**src/rtl/dcs_pkg.sv**
```systemverilog
package dcs_pkg;
  typedef enum logic [1:0] {
    MODE_IDLE    = 2'd0,
    MODE_ACCESS  = 2'd1,
    MODE_REFRESH = 2'd2
  } dcs_mode_e;

  // Lane i of a word: bits [i*8 +: 8] for 8-bit lanes.
  function automatic logic [7:0] lane_byte(input logic [15:0] w, input int i);
    return w[i*8 +: 8];
  endfunction
endpackage

```
**src/rtl/dcs_edge_sampler.sv**
```systemverilog
module dcs_edge_sampler #(
  parameter int NLANE = 2
) (
  input  logic             clk,
  input  logic             rst_n,
  input  logic             ras_n,
  input  logic [NLANE-1:0] cas_n,
  input  logic             we_n,
  output logic             ras_fall,
  output logic [NLANE-1:0] lane_low,
  output logic [NLANE-1:0] lane_fall,
  output logic             cas_act,
  output logic             cas_fall,
  output logic             we_fall
);
  logic             ras_q;
  logic [NLANE-1:0] cas_q;
  logic             we_q;
  logic             cas_act_q;

  always_ff @(posedge clk or negedge rst_n) begin
    if (!rst_n) begin
      ras_q     <= 1'b1;
      cas_q     <= '1;
      we_q      <= 1'b1;
      cas_act_q <= 1'b0;
    end else begin
      ras_q     <= ras_n;
      cas_q     <= cas_n;
      we_q      <= we_n;
      cas_act_q <= cas_act;
    end
  end

  assign lane_low  = ~cas_n;
  assign lane_fall = ~cas_n & cas_q;
  assign cas_act   = |lane_low;
  assign cas_fall  = cas_act & ~cas_act_q;
  assign ras_fall  = ~ras_n & ras_q;
  assign we_fall   = ~we_n & we_q;
endmodule

```
**src/rtl/dcs_byte_lane.sv**
```systemverilog
module dcs_byte_lane #(
  parameter int LW = 8
) (
  input  logic          clk,
  input  logic          rst_n,
  input  logic          acc,
  input  logic          kill,
  input  logic          lane_low,
  input  logic          lane_fall,
  input  logic          cas_fall,
  input  logic          we_n,
  input  logic          we_fall,
  input  logic          oe_n,
  input  logic [LW-1:0] rd_byte,
  output logic          wr_hit,
  output logic          drv,
  output logic [LW-1:0] dout
);
  logic rd_now;

  assign wr_hit = acc & lane_low & ~we_n & (lane_fall | we_fall);
  assign rd_now = acc & lane_low & we_n & ~oe_n;

  always_ff @(posedge clk or negedge rst_n) begin
    if (!rst_n) begin
      drv  <= 1'b0;
      dout <= '0;
    end else if (kill) begin
      drv <= 1'b0;
    end else if (rd_now) begin
      drv  <= 1'b1;
      dout <= rd_byte;
    end else if (cas_fall | oe_n) begin
      drv <= 1'b0;
    end
  end
endmodule

```
**src/rtl/dcs_refresh_ctr.sv**
```systemverilog
module dcs_refresh_ctr #(
  parameter int RW = 10
) (
  input  logic          clk,
  input  logic          rst_n,
  input  logic          step,
  output logic [RW-1:0] count
);
  always_ff @(posedge clk or negedge rst_n) begin
    if (!rst_n)    count <= '0;
    else if (step) count <= count + 1'b1;
  end
endmodule

```
**src/rtl/dcs_strobe_front.sv**
```systemverilog
module dcs_strobe_front #(
  parameter int AW    = 10,
  parameter int NLANE = 2,
  parameter int LW    = 8,
  localparam int DW   = NLANE * LW
) (
  input  logic             clk,
  input  logic             rst_n,
  input  logic             ras_n,
  input  logic             lcas_n,
  input  logic             ucas_n,
  input  logic             we_n,
  input  logic             oe_n,
  input  logic [AW-1:0]    addr,
  input  logic [DW-1:0]    dq_in,
  output logic [DW-1:0]    dq_out,
  output logic [NLANE-1:0] dq_drv,
  output logic [AW-1:0]    arr_rd_row,
  output logic [AW-1:0]    arr_rd_col,
  input  logic [DW-1:0]    arr_rd_data,
  output logic             arr_wr_en,
  output logic [AW-1:0]    arr_wr_row,
  output logic [AW-1:0]    arr_wr_col,
  output logic [DW-1:0]    arr_wr_data,
  output logic [NLANE-1:0] arr_wr_strb,
  output logic             act_pulse,
  output logic             act_cbr,
  output logic [AW-1:0]    act_row,
  output logic [AW-1:0]    ref_count
);
  import dcs_pkg::*;

  logic [NLANE-1:0] cas_n_v;
  logic             ras_fall, cas_act, cas_fall, we_fall;
  logic [NLANE-1:0] lane_low, lane_fall, wr_hit;
  dcs_mode_e        mode_q;
  logic [AW-1:0]    row_q, col_q, col_eff;
  logic             acc, refresh_start, kill, standby;

  // Two lanes map onto the two named strobe pins; lane 0 is the lower byte.
  assign cas_n_v = NLANE'({ucas_n, lcas_n});

  dcs_edge_sampler #(.NLANE(NLANE)) u_edges (
    .clk(clk), .rst_n(rst_n), .ras_n(ras_n), .cas_n(cas_n_v), .we_n(we_n),
    .ras_fall(ras_fall), .lane_low(lane_low), .lane_fall(lane_fall),
    .cas_act(cas_act), .cas_fall(cas_fall), .we_fall(we_fall)
  );

  assign refresh_start = ras_fall & cas_act;
  assign acc           = (mode_q == MODE_ACCESS) & ~ras_n;
  assign standby       = ras_n & ~cas_act;
  assign kill          = standby | refresh_start | (mode_q == MODE_REFRESH);
  assign col_eff       = cas_fall ? addr : col_q;

  always_ff @(posedge clk or negedge rst_n) begin
    if (!rst_n) begin
      mode_q <= MODE_IDLE;
      row_q  <= '0;
      col_q  <= '0;
    end else begin
      if (ras_n)         mode_q <= MODE_IDLE;
      else if (ras_fall) mode_q <= cas_act ? MODE_REFRESH : MODE_ACCESS;
      if (ras_fall && !cas_act) row_q <= addr;
      if (acc && cas_fall)      col_q <= addr;
    end
  end

  assign arr_rd_row = row_q;
  assign arr_rd_col = col_eff;

  for (genvar i = 0; i < NLANE; i++) begin : g_lane
    dcs_byte_lane #(.LW(LW)) u_lane (
      .clk(clk), .rst_n(rst_n), .acc(acc), .kill(kill),
      .lane_low(lane_low[i]), .lane_fall(lane_fall[i]), .cas_fall(cas_fall),
      .we_n(we_n), .we_fall(we_fall), .oe_n(oe_n),
      .rd_byte(arr_rd_data[i*LW +: LW]),
      .wr_hit(wr_hit[i]), .drv(dq_drv[i]), .dout(dq_out[i*LW +: LW])
    );
  end

  always_ff @(posedge clk or negedge rst_n) begin
    if (!rst_n) begin
      arr_wr_en   <= 1'b0;
      arr_wr_row  <= '0;
      arr_wr_col  <= '0;
      arr_wr_data <= '0;
      arr_wr_strb <= '0;
    end else begin
      arr_wr_en   <= |wr_hit;
      arr_wr_strb <= wr_hit;
      if (|wr_hit) begin
        arr_wr_row  <= row_q;
        arr_wr_col  <= col_eff;
        arr_wr_data <= dq_in;
      end
    end
  end

  always_ff @(posedge clk or negedge rst_n) begin
    if (!rst_n) begin
      act_pulse <= 1'b0;
      act_cbr   <= 1'b0;
      act_row   <= '0;
    end else begin
      act_pulse <= ras_fall;
      if (ras_fall) begin
        act_cbr <= cas_act;
        act_row <= cas_act ? ref_count : addr;
      end
    end
  end

  dcs_refresh_ctr #(.RW(AW)) u_ref (
    .clk(clk), .rst_n(rst_n), .step(refresh_start), .count(ref_count)
  );
endmodule

```
**config.mk**
```make
export PLATFORM = sky130hd
export DESIGN_NAME = dcs_strobe_front
export DESIGN_NICKNAME = d
export VERILOG_FILES = /design/src/rtl/dcs_pkg.sv /design/src/rtl/dcs_edge_sampler.sv /design/src/rtl/dcs_byte_lane.sv /design/src/rtl/dcs_refresh_ctr.sv /design/src/rtl/dcs_strobe_front.sv
export SDC_FILE = /design/constraint.sdc
export NUM_CORES = 1
export LEC_CHECK = 0
export BUFFER_PORTS_ARGS = -buffer_cell sky130_fd_sc_hd__buf_2
export CELL_PAD_IN_SITES_DETAIL_PLACEMENT = 1
export CELL_PAD_IN_SITES_GLOBAL_PLACEMENT = 2
export CORE_ASPECT_RATIO = 0.6
export CORE_UTILIZATION = 29
export DETAILED_ROUTE_END_ITERATION = 10
export GPL_ROUTABILITY_DRIVEN = 1
export PLACE_DENSITY_LB_ADDON = 0.1
export SYNTH_ARGS = -nofsm -noshare
export SYNTH_HDL_FRONTEND = slang
export SYNTH_SLANG_ARGS = --single-unit
```
**constraint.sdc**
```tcl
create_clock -name clk -period 1.62 [get_ports clk]
set_input_delay 0.081 -clock clk [delete_from_list [all_inputs] [get_ports clk]]
set_output_delay 0.081 -clock clk [all_outputs]
set_load 0.01 [all_outputs]
```
==> results.py, run 1 <==
metrics = {
    "yosys": {
        "syn_area_um2": 4290,
        "synth_top_family_by_area": "multiplexers",
        "synth_edf_count": 0,
        "ys_ff_latch": 106,
        "synth_area_leaders": "dfrtp_1 (59%), mux2_2 (19%), mux2_4 (3.5%)",
        "ys_warn_count": 0,
        "synth_compound_area_share_pct": 3.12,
        "syn-instance-count": 296,
        "ys_async_sr_fraction_pct": 100,
        "synth_adder_area_share_pct": 0.291,
        "muxShareOfSynthArea_pct": 22.6,
        "yosys.area_share.simple_pct": 7.60,
        "synth.most_common_cell": "dfrtp_1",
        "synth_xor_area_share_pct": 1.84,
        "yosys-top-cells-count": "dfrtp_1 (102), mux2_2 (73), nand2_1 (23)",
        "synth-seq-area-share_pct": 61.9,
        "synth_top_area_share_pct": 59.4,
        "synth_top_cell_by_area": "dfrtp_1",
        "netlist-cell-type-count": 36,
        "syn_avg_cell_area_um2": 14.5,
        "ys.flop_type": "dfrtp_1",
        "syn_nets": 346,
    },
    "worst_setup_path": {
        "slowest_delay_ns": 0.39,
        "crit_slowest_cell": "dfrtp_1",
        "worst-r2r-cell-count": 5,
        "cp.buffers_inverters": 2,
        "path_depth": 5,
        "crit_path_end_kind": "register",
        "worstSetupPathType": "reg2reg",
        "startpoint_type": "register",
        "cp_data_arrival_time_ns": 1.93,
        "path_delay_family": "flip-flops",
        "cp.required_ns": 1.85,
        "critPathMaxFanout": 8,
        "path_cells": "or3_4 -> a21oi_4 -> buf_4 -> clkbuf_16 -> mux2_2",
    },
    "route": {
        "via_per_inst": 4.42,
        "drt-pass1-iter-count": 6,
        "vias": 3155,
        "wl_per_cell_um": 17.2,
        "drt_first_iter_violations": 83,
        "ant_nets": 0,
        "wl_um": 12300,
        "drc_errors": 0,
    },
    "cells_and_area": {
        "antennaDiodeCount": 0,
        "nFillCells": 1565,
        "regArea_um2": 2660,
        "final_nets": 560,
        "syn_to_final_growth_pct": 47.1,
        "final_area_um2": 6320,
        "multi_input_area_um2": 1650,
        "layout-drive-gt1-share_pct": 56.1,
    },
    "clock_tree": {
        "cts_num_sinks": 106,
        "htree_levels": 3,
        "clockBufferDepth": 2,
        "clock-root-buffer": "clkbuf_16",
        "numCtsBuffers": 9,
        "clk_pin_slew_ns": 0.07,
        "cts_tree": "done",
        "clkLatencyLatePin_ns": 0.35,
    },
    "global_route": {
        "grt_overflow": 0,
        "grt_usage_pct": 16.0,
        "antenna_found_initial": 0,
        "first_global_vias": 3350,
        "grt_first_pass_wirelength_um": 18600,
        "grt_max_degree": 61,
    },
    "sta": {
        "fin_crit_ns": 1.70,
        "hold_viol_final": 0,
        "fmax_mhz": 588,
        "fin_crit_sh_pct": 105,
        "finalClockSkew_ns": 0.0113,
        "relSlewSlack_pct": 77.9,
        "fin_ws_ns": -0.0796,
        "setup_viol": 36,
        "tightest_slew_ns": 0.330,
        "slew_viol_final": 0,
        "tns_ns": -1.78,
        "rsz0062_at_grt": "true",
    },
    "power_and_ir_drop": {
        "vdd_drop_max_v": 0.000520,
        "power.density_nw_per_um2": 1080,
        "p_leak_nw": 3.25,
    },
    "run_status": {
        "status": "complete, but fails checks",
        "violations": "negative setup slack",
    },
    "floorplanning": {
        "die-area_um2": 15300,
        "placementRows": 34,
        "fp.dieH_um": 96.3,
        "io_pins": 148,
        "dieWidth_um": 159,
        "initial_core_util_pct": 29.7,
        "core_um2": 14500,
    },
    "place": {
        "hpwlAfterDp_um": 8180,
        "gp_congestion": 0.813,
        "port_buffers": 147,
        "place_ws_ns": -0.0475,
        "postPlaceCellArea_um2": 5430,
    },
    "flow_run": {
        "cap_violations": 0,
    },
    "hold_path": {
        "hold_path_class": "in2reg",
        "hold_depth": 2,
    },
}
## cell type report
cell class	instances	share of cell area, %
inverters	3	0.257
repair buffers	216	23.3
clock buffers	10	3.62
multi-input cells	174	26.0
well taps	198	3.92
clock inverters	6	0.812
flip-flops and latches	106	42.1
## kinds of logic (layout without fill, tap and decap cells)
family,Yosys count,after routing
flops,106,106
mux,83,83
simple gates,62,62
compound gates,19,19
buf+inv,16,235
xor+xnor,9,9
fa+ha+maj,1,1
## sequential cells by signal, summed over array words and instances, names as in the netlist, 2 cells and up
register,cells
u_ref.count,10
arr_wr_col,10
g_lane.u_lane.drv,2
arr_wr_strb,2
u_edges.cas_q,2
col_q,10
arr_rd_row,10
g_lane.u_lane.dout,16
mode_q,2
act_row,10
arr_wr_row,10
arr_wr_data,16
## cell usage in the layout (no fill, tap or decap), types with 3 or more instances in the layout
cell	netlist	routed
dlygate4sd3_1	0	36
clkbuf_16	0	11
nand2_1	23	23
nor2_1	19	19
buf_4	2	22
clkinv_4	1	3
buf_2	2	146
nand3_1	3	3
dfstp_2	4	4
mux2_2	73	42
xor2_1	4	4
buf_12	0	5
dfrtp_1	102	102
buf_6	5	3
mux2_4	10	41
xnor2_1	5	5
a31oi_1	10	10
nand4_1	4	4
## stage by stage
step           cells  total power, mW  utilization (%)  hold slack, ns
6_report         713             6.83             43.7          0.0195
5_1_grt          713             7.24             43.7         0.00513
4_1_cts          705             6.89             42.2         0.00263
3_5_place_dp     652             4.68             37.5        -0.00584
3_3_place_gp     652             4.64             37.5        -0.00831
2_1_floorplan    296             3.95                -          -0.215
## power by group
group          leakage (nW)  switching, mW  internal, mW  total (mW)
Clock                 0.139           1.02          1.07        2.09
Sequential             1.38          0.277          3.01        3.29
Combinational          1.73          0.684         0.770        1.45
Total                  3.25           1.98          4.85        6.83
## final timing paths
check / startpoint / to / slack [ns]
setup / recovery: mode_q[1]$_DFFE_PN0P_ / arr_wr_row[8]$_DFFE_PN0P_ / -0.08
hold / removal: ras_n / u_edges.ras_q$_DFF_PN1_ / 0.02
setup reg to reg: mode_q[1]$_DFFE_PN0P_ / arr_wr_row[8]$_DFFE_PN0P_ / -0.08
hold reg to reg: u_ref.count[9]$_DFFE_PN0P_ / u_ref.count[9]$_DFFE_PN0P_ / 0.49
max in group asynchronous: rst_n / u_edges.ras_q$_DFF_PN1_ / 0.81
min in group asynchronous: rst_n / g_lane[1].u_lane.drv$_DFFE_PN0P_ / 0.17
## what timing repair did
action,4_1_cts,5_1_grt
pin swaps,0,1
buffers inserted,1,5
setup endpoints to repair,39,46
hold endpoints to repair,81,0
resized for setup,9,29
gates cloned,0,3
hold buffers,36,0
## metal layers
layer | up-vias | global-route usage [%] | share of wire [%]
li1 | 1463 | - | -
met1 | 1608 | 22.0 | 50
met2 | 78 | 24.6 | 44
met3 | 6 | 5.17 | 4.9
met4 | 0 | 3.37 | 0.63
met5 | - | 0 | 0
No activity file was read; power rests on OpenSTA's default activity.
==> inputs of run 2 (changes only) <==
Settings changed: CORE_UTILIZATION 29 to 30, SYNTH_HIERARCHICAL set to 1.
==> run 2 against run 1 <==
The flow still finishes with violations (negative setup slack). Setup slack better by 0.0010 ns. Via count decreased by 3.4%. Total power up 0.77%. Combinational power decreased by 5%. Global-route usage about the same. Sequential share of layout area fell by 1.3 points. Largest cell class unchanged.
==> results.py, run 2 <==
metrics = {
    "run_status": {
        "status": "complete, but fails checks",
        "violations": "negative setup slack",
    },
    "clock_tree": {
        "cts_tree": "done",
        "htree_levels": 3,
        "clk_pin_slew_ns": 0.07,
        "numCtsBuffers": 9,
        "clockBufferDepth": 2,
        "clkLatencyLatePin_ns": 0.35,
        "cts_num_sinks": 106,
        "clock-root-buffer": "clkbuf_16",
    },
    "yosys": {
        "syn_area_um2": 4420,
        "yosys-top-cells-count": "dfrtp_1 (102), mux2_2 (54), mux2_4 (29)",
        "syn-instance-count": 289,
        "synth_top_area_share_pct": 57.8,
        "netlist-cell-type-count": 31,
        "ys_ff_latch": 106,
        "synth-seq-area-share_pct": 60.2,
        "synth.most_common_cell": "dfrtp_1",
        "syn_nets": 339,
        "ys.flop_type": "dfrtp_1",
        "syn_avg_cell_area_um2": 15.3,
        "synth_area_leaders": "dfrtp_1 (58%), mux2_2 (14%), mux2_4 (9.9%)",
        "synth_edf_count": 0,
        "ys_async_sr_fraction_pct": 100,
        "synth_top_cell_by_area": "dfrtp_1",
        "ys_warn_count": 6,
    },
    "floorplanning": {
        "core_um2": 14000,
        "initial_core_util_pct": 31.5,
        "placementRows": 33,
        "die-area_um2": 15200,
        "io_pins": 148,
        "fp.dieH_um": 96.0,
        "dieWidth_um": 159,
    },
    "power_and_ir_drop": {
        "clkPwrFrac_pct": 32.9,
        "combinationalPowerShare_pct": 20.1,
        "p_leak_nw": 3.41,
        "vdd_drop_max_v": 0.000494,
        "pwr-share-seq_pct": 47.0,
        "p_int_mw": 4.96,
        "swShare_pct": 27.9,
        "p_sw_mw": 1.92,
        "power.density_nw_per_um2": 1050,
    },
    "sta": {
        "fmax_mhz": 589,
        "setup_viol": 46,
        "tightest_slew_ns": 0.497,
        "hold_viol_final": 0,
        "slew_viol_final": 0,
        "relSlewSlack_pct": 66.9,
        "rsz0062_at_grt": "true",
        "fin_ws_ns": -0.0786,
        "fin_crit_ns": 1.70,
        "finalClockSkew_ns": 0.00955,
        "fin_crit_sh_pct": 105,
        "hold_ws_ns": 0.0289,
    },
    "cells_and_area": {
        "antennaDiodeCount": 0,
        "nFillCells": 1470,
        "final_area_um2": 6520,
        "final_cell_mix": "buf_2 (136), dfrtp_1 (102), mux2_4 (46)",
        "final_nets": 554,
        "syn_to_final_growth_pct": 47.7,
        "final_common_cell": "buf_2",
        "layout-drive-gt1-share_pct": 59.1,
        "reg_top3": "arr_wr_data (16), g_lane.u_lane/dout (16)",
    },
    "worst_setup_path": {
        "reg2reg_to": "arr_wr_data[15]$_DFFE_PN0P_",
        "rr_startpoint": "u_edges/we_q$_DFF_PN1_",
        "worstSetupPathType": "reg2reg",
        "ff2ff_setup_slack_ns": -0.08,
        "path_delay_family": "flip-flops",
        "startpoint_type": "register",
        "worst-r2r-cell-count": 6,
        "crit_path_end_kind": "register",
        "slowest_delay_ns": 0.52,
        "critPathMaxFanout": 13,
        "cp_data_arrival_time_ns": 1.93,
        "cp.required_ns": 1.85,
        "cp.buffers_inverters": 1,
        "path_cells": "nor2b_4 -> o211ai_1 -> nor2_1 -> or2_4 -> buf_12 -> mux2_2",
        "crit_slowest_cell": "dfstp_2",
    },
    "route": {
        "wl_um": 11800,
        "ant_nets": 0,
        "wl_per_cell_um": 16.8,
        "vias": 3048,
        "drt_first_iter_violations": 114,
        "drc_errors": 0,
        "via_per_inst": 4.35,
        "drt-pass1-iter-count": 4,
    },
    "place": {
        "hpwlAfterDp_um": 8430,
        "gp_congestion": 0.704,
        "port_buffers": 147,
        "postPlaceCellArea_um2": 5540,
    },
    "global_route": {
        "first_global_vias": 3208,
        "grt_usage_pct": 16.0,
        "grt_overflow": 0,
        "antenna_found_initial": 0,
        "grt_max_degree": 34,
        "grt_first_pass_wirelength_um": 17900,
    },
    "hold_path": {
        "hold_path_class": "in2reg",
        "hold_depth": 2,
        "hold_start": "we_n",
        "hold_end": "u_edges/we_q$_DFF_PN1_",
    },
    "flow_run": {
        "cap_violations": 0,
    },
}
[run 2: per-layer routing]
layer	GRT usage [%]	share of wire, %	up-vias	wire (µm)
li1	-	-	1441	-
met1	24.0	52	1529	6100
met2	22.7	43	69	5050
met3	3.96	4.2	9	499
met4	4.33	0.81	0	95
met5	0	0	-	0
[run 2: through the flow]
step | setup WS [ns] | std cells | utilization [%] | power, mW | TNS [ns]
CTS | -0.0989 | 697 | 45.6 | 6.98 | -2.66
detailed placement | -0.139 | 642 | 39.6 | 4.50 | -5.24
global placement | -0.104 | 642 | 39.6 | 4.47 | -3.90
floorplan | -0.0324 | 289 | - | 3.84 | -1.22
finish | -0.0786 | 701 | 46.6 | 6.88 | -1.86
global route | -0.181 | 701 | 46.6 | 7.27 | -7.10
[run 2: worst max path at each step]
| stage | start | endpoint | slack, ns | depth (start not counted) |
|---|---|---|---|---|
| 2_1_floorplan | mode_q[0]$_DFFE_PN0P_ | arr_wr_col[0]$_DFFE_PN0P_ | -0.03 | 7 |
| 3_3_place_gp | u_edges/we_q$_DFF_PN1_ | arr_wr_row[2]$_DFFE_PN0P_ | -0.10 | 6 |
| 3_5_place_dp | u_edges/we_q$_DFF_PN1_ | arr_wr_data[1]$_DFFE_PN0P_ | -0.14 | 6 |
| 4_1_cts | u_edges/we_q$_DFF_PN1_ | arr_wr_col[9]$_DFFE_PN0P_ | -0.1 | 6 |
| 5_1_grt | u_edges/we_q$_DFF_PN1_ | arr_wr_data[0]$_DFFE_PN0P_ | -0.18 | 6 |
| 6_report | u_edges/we_q$_DFF_PN1_ | arr_wr_data[15]$_DFFE_PN0P_ | -0.08 | 6 |
[run 2: area by class of cell]
type | instances | area [µm²] | area share, %
clock buffers | 10 | 239 | 3.66
clock inverters | 6 | 71.3 | 1.09
inverters | 8 | 32.5 | 0.499
multi-input cells | 164 | 1770 | 27.2
flip-flops and latches | 106 | 2660 | 40.7
well taps | 192 | 240 | 3.68
repair buffers | 215 | 1510 | 23.2
[run 2: cell families after synthesis]
group	count (synthesis)	synth area share [%]
buf+inv	19	3.40
mux	93	25.9
xor+xnor	9	1.79
simple gates	42	5.84
flops	106	60.2
compound gates	19	2.61
fa+ha+maj	1	0.283
[run 2: power groups by stage]
| stage | Sequential, mW | Clock (mW) | Combinational (mW) |
|---|---|---|---|
| finish | 3.24 | 2.26 | 1.38 |
| floorplan | 3.37 | 0 | 0.476 |
| global route | 3.29 | 2.46 | 1.51 |
| CTS | 3.25 | 2.36 | 1.37 |
| detailed placement | 3.28 | 0 | 1.22 |
| global placement | 3.27 | 0 | 1.20 |
[run 2: what timing repair did]
item / 4_1_cts / 5_1_grt
gates resized for setup: 32 / 22
endpoints found under the hold margin: 63 / 0
buffers inserted: 2 / 3
cloned: 0 / 1
pin swaps: 5 / 5
hold buffers: 37 / 0
setup endpoints to repair: 74 / 80
